**config.mk**
```make
export PLATFORM = sky130hd
export DESIGN_NAME = trk_pos_counter
export DESIGN_NICKNAME = d
export VERILOG_FILES = /design/src/rtl/trk_pos_pkg.sv /design/src/rtl/trk_res_decode.sv /design/src/rtl/trk_step_gate.sv /design/src/rtl/trk_pos_acc.sv /design/src/rtl/trk_pos_counter.sv
export SDC_FILE = /design/constraint.sdc
export NUM_CORES = 1
export LEC_CHECK = 0
export BUFFER_PORTS_ARGS = -buffer_cell sky130_fd_sc_hd__buf_2
export CORE_MARGIN = 5
export CORE_UTILIZATION = 30
export DETAILED_ROUTE_END_ITERATION = 16
export RECOVER_POWER = 25
export SLEW_MARGIN = 10
export SYNTH_ARGS = -nofsm -noshare
export SYNTH_HDL_FRONTEND = slang
export SYNTH_SLANG_ARGS = --single-unit
```
**constraint.sdc**
```tcl
create_clock -name clk -period 3.1 [get_ports clk]
set_clock_uncertainty 0.05 [all_clocks]
set_input_delay 0.465 -clock clk [delete_from_list [all_inputs] [get_ports clk]]
set_output_delay 0.465 -clock clk [all_outputs]
set_load 0.1 [all_outputs]
```
**src/rtl/trk_pos_pkg.sv**
```systemverilog
package trk_pos_pkg;

  localparam int POS_W    = 16;
  localparam int NUM_RES  = 4;
  localparam int MIN_BITS = 10;
  localparam int RES_STEP = 2;
  localparam int SEL_W    = $clog2(NUM_RES);

  typedef logic [POS_W-1:0] pos_t;
  typedef logic [SEL_W-1:0] sel_t;

  // number of live bits for a select code
  function automatic int live_bits(input sel_t sel);
    return MIN_BITS + RES_STEP * int'(sel);
  endfunction

  // weight of one step in the left-aligned word
  function automatic pos_t lsb_weight(input sel_t sel);
    pos_t w;
    w = '0;
    w[POS_W - live_bits(sel)] = 1'b1;
    return w;
  endfunction

  // ones over the live bits, zeros below
  function automatic pos_t live_mask(input sel_t sel);
    return ~(lsb_weight(sel) - pos_t'(1));
  endfunction

  function automatic pos_t stepped(input pos_t cur, input pos_t lsb,
                                   input pos_t mask, input logic up);
    pos_t base;
    base = cur & mask;
    return up ? ((base + lsb) & mask) : ((base - lsb) & mask);
  endfunction

  function automatic logic crosses_end(input pos_t cur, input pos_t mask,
                                       input logic up);
    return up ? ((cur & mask) == mask) : ((cur & mask) == '0);
  endfunction

endpackage

```
**src/rtl/trk_res_decode.sv**
```systemverilog
module trk_res_decode
  import trk_pos_pkg::*;
(
  input  sel_t sel_i,
  output pos_t mask_o,
  output pos_t lsb_o
);

  pos_t mask_tbl [NUM_RES];
  pos_t lsb_tbl  [NUM_RES];

  for (genvar g = 0; g < NUM_RES; g++) begin : g_mode
    assign mask_tbl[g] = live_mask(sel_t'(g));
    assign lsb_tbl[g]  = lsb_weight(sel_t'(g));
  end

  assign mask_o = mask_tbl[sel_i];
  assign lsb_o  = lsb_tbl[sel_i];

endmodule

```
**src/rtl/trk_step_gate.sv**
```systemverilog
module trk_step_gate #(
  parameter int BUSY_CYC = 5
) (
  input  logic clk,
  input  logic rst_n,
  input  logic step_i,
  input  logic up_i,
  input  logic load_n_i,
  input  logic wrap_now_i,
  output logic apply_o,
  output logic apply_up_o,
  output logic busy_o,
  output logic dir_o,
  output logic wrap_o
);

  localparam int CNT_W = $clog2(BUSY_CYC + 1);

  logic [CNT_W-1:0] busy_cnt;
  logic             pend_q;
  logic             pend_up_q;
  logic             dir_q;
  logic             wrap_q;
  logic             busy_w;

  assign busy_w     = (busy_cnt != '0);
  assign apply_o    = load_n_i && !busy_w && (step_i || pend_q);
  assign apply_up_o = pend_q ? pend_up_q : up_i;

  // held-step register: one deep, newest direction wins
  always_ff @(posedge clk or negedge rst_n) begin
    if (!rst_n) begin
      pend_q    <= 1'b0;
      pend_up_q <= 1'b1;
    end else if (!load_n_i) begin
      pend_q    <= 1'b0;
    end else if (apply_o) begin
      pend_q    <= pend_q && step_i;
      pend_up_q <= up_i;
    end else if (step_i) begin
      pend_q    <= 1'b1;
      pend_up_q <= up_i;
    end
  end

  // busy timer and per-update flags
  always_ff @(posedge clk or negedge rst_n) begin
    if (!rst_n) begin
      busy_cnt <= '0;
      dir_q    <= 1'b1;
      wrap_q   <= 1'b0;
    end else if (apply_o) begin
      busy_cnt <= CNT_W'(BUSY_CYC);
      dir_q    <= apply_up_o;
      wrap_q   <= wrap_now_i;
    end else if (busy_w) begin
      busy_cnt <= busy_cnt - 1'b1;
    end
  end

  assign busy_o = busy_w;
  assign dir_o  = dir_q;
  assign wrap_o = wrap_q && busy_w;

  // run-length counter for the busy width check
  logic [CNT_W:0] run_len;
  always_ff @(posedge clk or negedge rst_n) begin
    if (!rst_n)      run_len <= '0;
    else if (busy_w) run_len <= run_len + 1'b1;
    else             run_len <= '0;
  end

  assert_busy_width_R5: assert property (@(posedge clk) disable iff (!rst_n)
    $fell(busy_o) |-> (run_len == (CNT_W+1)'(BUSY_CYC)));

  assert_wrap_starts_with_busy_R6: assert property (@(posedge clk) disable iff (!rst_n)
    $rose(wrap_o) |-> $rose(busy_o));

  assert_dir_moves_on_update_R3: assert property (@(posedge clk) disable iff (!rst_n)
    (dir_o != $past(dir_o)) |-> $rose(busy_o));

  assert_load_blocks_start_R8: assert property (@(posedge clk) disable iff (!rst_n)
    (!load_n_i && !busy_o) |=> !busy_o);

endmodule

```
**src/rtl/trk_pos_acc.sv**
```systemverilog
module trk_pos_acc
  import trk_pos_pkg::*;
(
  input  logic clk,
  input  logic rst_n,
  input  logic apply_i,
  input  logic up_i,
  input  logic load_n_i,
  input  pos_t load_data_i,
  input  pos_t mask_i,
  input  pos_t lsb_i,
  output pos_t pos_o,
  output logic wrap_now_o
);

  pos_t pos_q;
  pos_t pos_next;

  always_comb begin
    if (!load_n_i)    pos_next = load_data_i & mask_i;
    else if (apply_i) pos_next = stepped(pos_q, lsb_i, mask_i, up_i);
    else              pos_next = pos_q & mask_i;
  end

  always_ff @(posedge clk or negedge rst_n) begin
    if (!rst_n) pos_q <= '0;
    else        pos_q <= pos_next;
  end

  assign wrap_now_o = apply_i && crosses_end(pos_q, mask_i, up_i);
  assign pos_o      = pos_q;

  assert_low_bits_clear_R4: assert property (@(posedge clk) disable iff (!rst_n)
    1'b1 |=> ((pos_q & ~$past(mask_i)) == '0));

  assert_load_value_R7: assert property (@(posedge clk) disable iff (!rst_n)
    !load_n_i |=> (pos_q == ($past(load_data_i) & $past(mask_i))));

endmodule

```
**src/rtl/trk_pos_counter.sv**
```systemverilog
module trk_pos_counter
  import trk_pos_pkg::*;
#(
  parameter int BUSY_CYC = 5
) (
  input  logic             clk,
  input  logic             rst_n,
  input  logic             step_i,
  input  logic             up_i,
  input  logic [1:0]       res_sel_i,
  input  logic             load_n_i,
  input  logic [15:0]      load_data_i,
  output logic [15:0]      pos_o,
  output logic             busy_o,
  output logic             dir_o,
  output logic             wrap_o
);

  pos_t mask_w;
  pos_t lsb_w;
  logic apply_w;
  logic apply_up_w;
  logic wrap_now_w;

  trk_res_decode u_dec (
    .sel_i  (res_sel_i),
    .mask_o (mask_w),
    .lsb_o  (lsb_w)
  );

  trk_step_gate #(.BUSY_CYC(BUSY_CYC)) u_gate (
    .clk        (clk),
    .rst_n      (rst_n),
    .step_i     (step_i),
    .up_i       (up_i),
    .load_n_i   (load_n_i),
    .wrap_now_i (wrap_now_w),
    .apply_o    (apply_w),
    .apply_up_o (apply_up_w),
    .busy_o     (busy_o),
    .dir_o      (dir_o),
    .wrap_o     (wrap_o)
  );

  trk_pos_acc u_acc (
    .clk         (clk),
    .rst_n       (rst_n),
    .apply_i     (apply_w),
    .up_i        (apply_up_w),
    .load_n_i    (load_n_i),
    .load_data_i (load_data_i),
    .mask_i      (mask_w),
    .lsb_i       (lsb_w),
    .pos_o       (pos_o),
    .wrap_now_o  (wrap_now_w)
  );

  // no count movement inside a busy period
  assert_hold_while_busy_R5: assert property (@(posedge clk) disable iff (!rst_n)
    (busy_o && $past(busy_o) && $past(load_n_i)
     && ($past(res_sel_i) == $past(res_sel_i, 2))) |-> $stable(pos_o));

endmodule

```
==> results.md <==
* Sequential cell area at 578 um2
* Final setup viols at 0
* Number of detailed-route iterations in the first pass at 4
* Critical-path cell list: mux2_4, inv_4, nand2_1, o21ai_0, ha_1, a21o_1, a21oi_2, o21a_1, o32ai_4, and4b_1, or3_1
* Type of the setup path with the least slack: reg -> reg
* CTS Buf Count at 3
* Setup slack after placement at 0.0721 ns
* Number of distinct library cell variants in the gate-level netlist after synthesis at 54
* Transition time of the tightest slew-check pin at 1.35 ns
* Fill count at 742
* Most frequent cells in the layout: 40 x buf_2, 25 x a21oi_1, 23 x nand2_1
* Height of the die at 94.1 um
* Required time at the endpoint of the critical path at 3.20 ns
* Worst Setup End Kind: register
* Number of nets in the layout at 338
* Unrepaired setup endpoints after global routing: no
* Async set-or-reset flop fraction in the synthesized netlist at 1.00
* Routed wire per std cell at 15.3 um
* Sum of net half-perimeters after detailed placement at 4.66 mm
* Critical-path cell with the highest stage delay: dfrtp_1
* Share of the core filled with cells at 0.368
* Post-synth EDFFs at 0
* TritonCTS clock tree: done
* Net count of the mapped netlist at 296
* Total area of multi-input combinational cells at 0.00147 mm2
* Worst Setup Start Kind: register
* Synth Area per Inst at 8.31 um2
* Number of buffers inserted by post-CTS setup repair at 0
* Leakage at 1.10 nW
* Yosys warnings at 0
* Most common cell after layout, fill and taps aside: buf_2
* Maximum VDD drop at 448 uV
* Area growth from synthesis to layout at 18.7%
* Post-cts repair resize count at 0
* Hold buffer count at cts at 0
* DR vias/cell at 5.31
* Number of maximum-capacitance violations at 0
* Number of placement rows at 30
* Width of the die at 94.1 um
* Final Cycle Share at 0.906
* Critical path data arrival time at 2.91 ns
* Detailed-route via count at 2082
* Global-route usage over all layers at 0.141
* Max Fclk at 0.356 GHz
* Buf/Inv on CP at 1
* Total of flip-flops plus latches after synthesis at 23
* Antenna violations before repair at 0
* Top FF cell, synth: dfrtp_1
* Final design area excluding fillers at 0.00252 mm2
* Pin count of the biggest net entering global routing at 29
* DRC violations left at 0
* Wire length of the first global-routing pass at 9.96 mm
* Final number of max-transition violations at 0
* Last weighted congestion value of the routability-driven placer at 0.848
* Run status: finished clean
* Count of input and output buffers at 41
* Initial standard-cell utilization of the core at 0.310
* Cell family with the largest share of critical-path delay: compound AO/OA/AOI/OAI gates
* Post-layout min period at 2.81 ns
* Antenna diode count at 0
* Sum of routed wire length over all layers at 6.00 mm
* Remaining global-route overflow at 0
* Clock edge transition at the registers on the reported setup and hold paths at 0.09 ns
* ANT nets after route at 0
* Via count of the first global-routing pass at 2080
* Setup Total Neg Slack at 0 ns
* Full die area at 0.00885 mm2
* Maximum clock insertion buffer count at 2
* Crit-path max FO at 8
* Total core area at 0.00683 mm2
* H-tree levels at 1
* Normalized max-slew margin at 0.0972
* Share of cells above drive strength 1 at 0.226
* Placed Instance Area at 0.00247 mm2
* Worst hold path type: in -> reg
* Endpoints failing hold at 0
* Insertion delay to the later sink of the worst-skew pair at 0.27 ns
* Post-synthesis instance area at 0.00212 mm2
* Slowest Stage Delay on Critical Path at 0.43 ns
* Final worst-path setup slack at 0.290 ns
* Library cell used as clock root buffer: clkbuf_8
* Number of DRC markers after the initial detailed-route iteration at 92
* Boundary pin count at 42
* Overall power of the completed layout at 1.75 mW
* Part of the Yosys area used for sequential elements at 0.273
* Number of standard cells after synthesis at 255
* Pwr dens at 695 mW/mm2
* CTS Sinks at 23
==> worst register-to-register path: stages, from the launching register on <==
cell and delay [ns]:
dfrtp_1 0.43, mux2_4 0.38, inv_4 0.11, nand2_1 0.06, o21ai_0 0.07, ha_1 0.30, a21o_1 0.21, a21oi_2 0.19
o21a_1 0.22, o32ai_4 0.13, and4b_1 0.22, or3_1 0.33
==> synth_stat cells, types with 3 or more instances <==
| cell type | instances | area (um2) |
|---|---|---|
| and2_1 | 4 | 25.0 |
| a31oi_1 | 3 | 18.8 |
| o31ai_1 | 3 | 22.5 |
| o21a_1 | 3 | 22.5 |
| nand4_1 | 6 | 37.5 |
| nand3_1 | 6 | 30.0 |
| a21o_1 | 3 | 22.5 |
| a21oi_1 | 26 | 130 |
| nand2b_1 | 4 | 25.0 |
| and3_1 | 3 | 18.8 |
| ha_1 | 17 | 213 |
| nand2_1 | 23 | 86.3 |
| xor2_1 | 3 | 26.3 |
| nor2b_1 | 16 | 100 |
| buf_2 | 3 | 15.0 |
| clkbuf_1 | 7 | 26.3 |
| o21bai_1 | 3 | 22.5 |
| dfrtp_1 | 21 | 526 |
| xnor2_1 | 7 | 61.3 |
| a211oi_1 | 4 | 30.0 |
| inv_1 | 12 | 45.0 |
| o21ai_0 | 18 | 90.1 |
| nor2_1 | 16 | 60.1 |
==> per-stage QoR <==
step	cells	hold WS, ns
global route	392	0.396
floorplan	255	0.119
global placement	388	0.399
CTS	392	0.148
finish	392	0.394
detailed placement	388	0.408
==> path summary, 6_finish.rpt <==
kind	start	endpoint	slack, ns	cells after the start
max reg2reg	u_gate.pend_q	u_acc.pos_o[12]	0.29	11
min in group asynchronous	rst_n	u_acc.pos_o[0]	0.43	1
min	load_data_i[0]	u_acc.pos_o[0]	0.39	3
max	u_gate.pend_q	u_acc.pos_o[12]	0.29	11
min reg2reg	u_gate.busy_cnt[2]	u_gate.busy_cnt[2]	0.43	1
max in group asynchronous	rst_n	u_acc.pos_o[8]	1.78	1
==> final cells by class <==
| cell class | count | share of cell area |
|---|---|---|
| inverters | 13 | 0.0204 |
| multi-input cells | 209 | 0.585 |
| clock buffers | 4 | 0.0179 |
| well taps | 96 | 0.0477 |
| repair buffers | 47 | 0.0990 |
| flip-flops and latches | 23 | 0.230 |
==> cells by family after synthesis <==
group / after synthesis / share of synthesized area
buffers and inverters: 23 / 0.0437
adders and majority gates: 18 / 0.110
DFF: 23 / 0.273
AOI/OAI and AO/OA: 87 / 0.287
xor gates and xnor gates: 10 / 0.0413
and+or+nand+nor: 89 / 0.218
muxes: 5 / 0.0272
==> state kept, by name (all words and copies together), names as in the netlist <==
name	flops
u_gate.dir_o	1
u_gate.pend_q	1
u_gate.pend_up_q	1
u_gate.busy_cnt	3
u_gate.wrap_q	1
u_acc.pos_o	16
==> power breakdown <==
part / leakage [nW] / switching (mW) / internal, mW / total [mW]
registers: 0.281 / 0.0786 / 0.373 / 0.452
clock network: 0.0228 / 0.107 / 0.0920 / 0.199
logic: 0.794 / 0.758 / 0.341 / 1.10
==> routing by layer <==
metal,up-vias,track usage,routed length (um)
li1,1026,-,-
met1,995,0.183,2750
met2,53,0.245,2910
met3,8,0.0176,245
met4,0,0.0421,95
met5,-,0,0
Note: power is estimated with default switching activity, not from simulation.
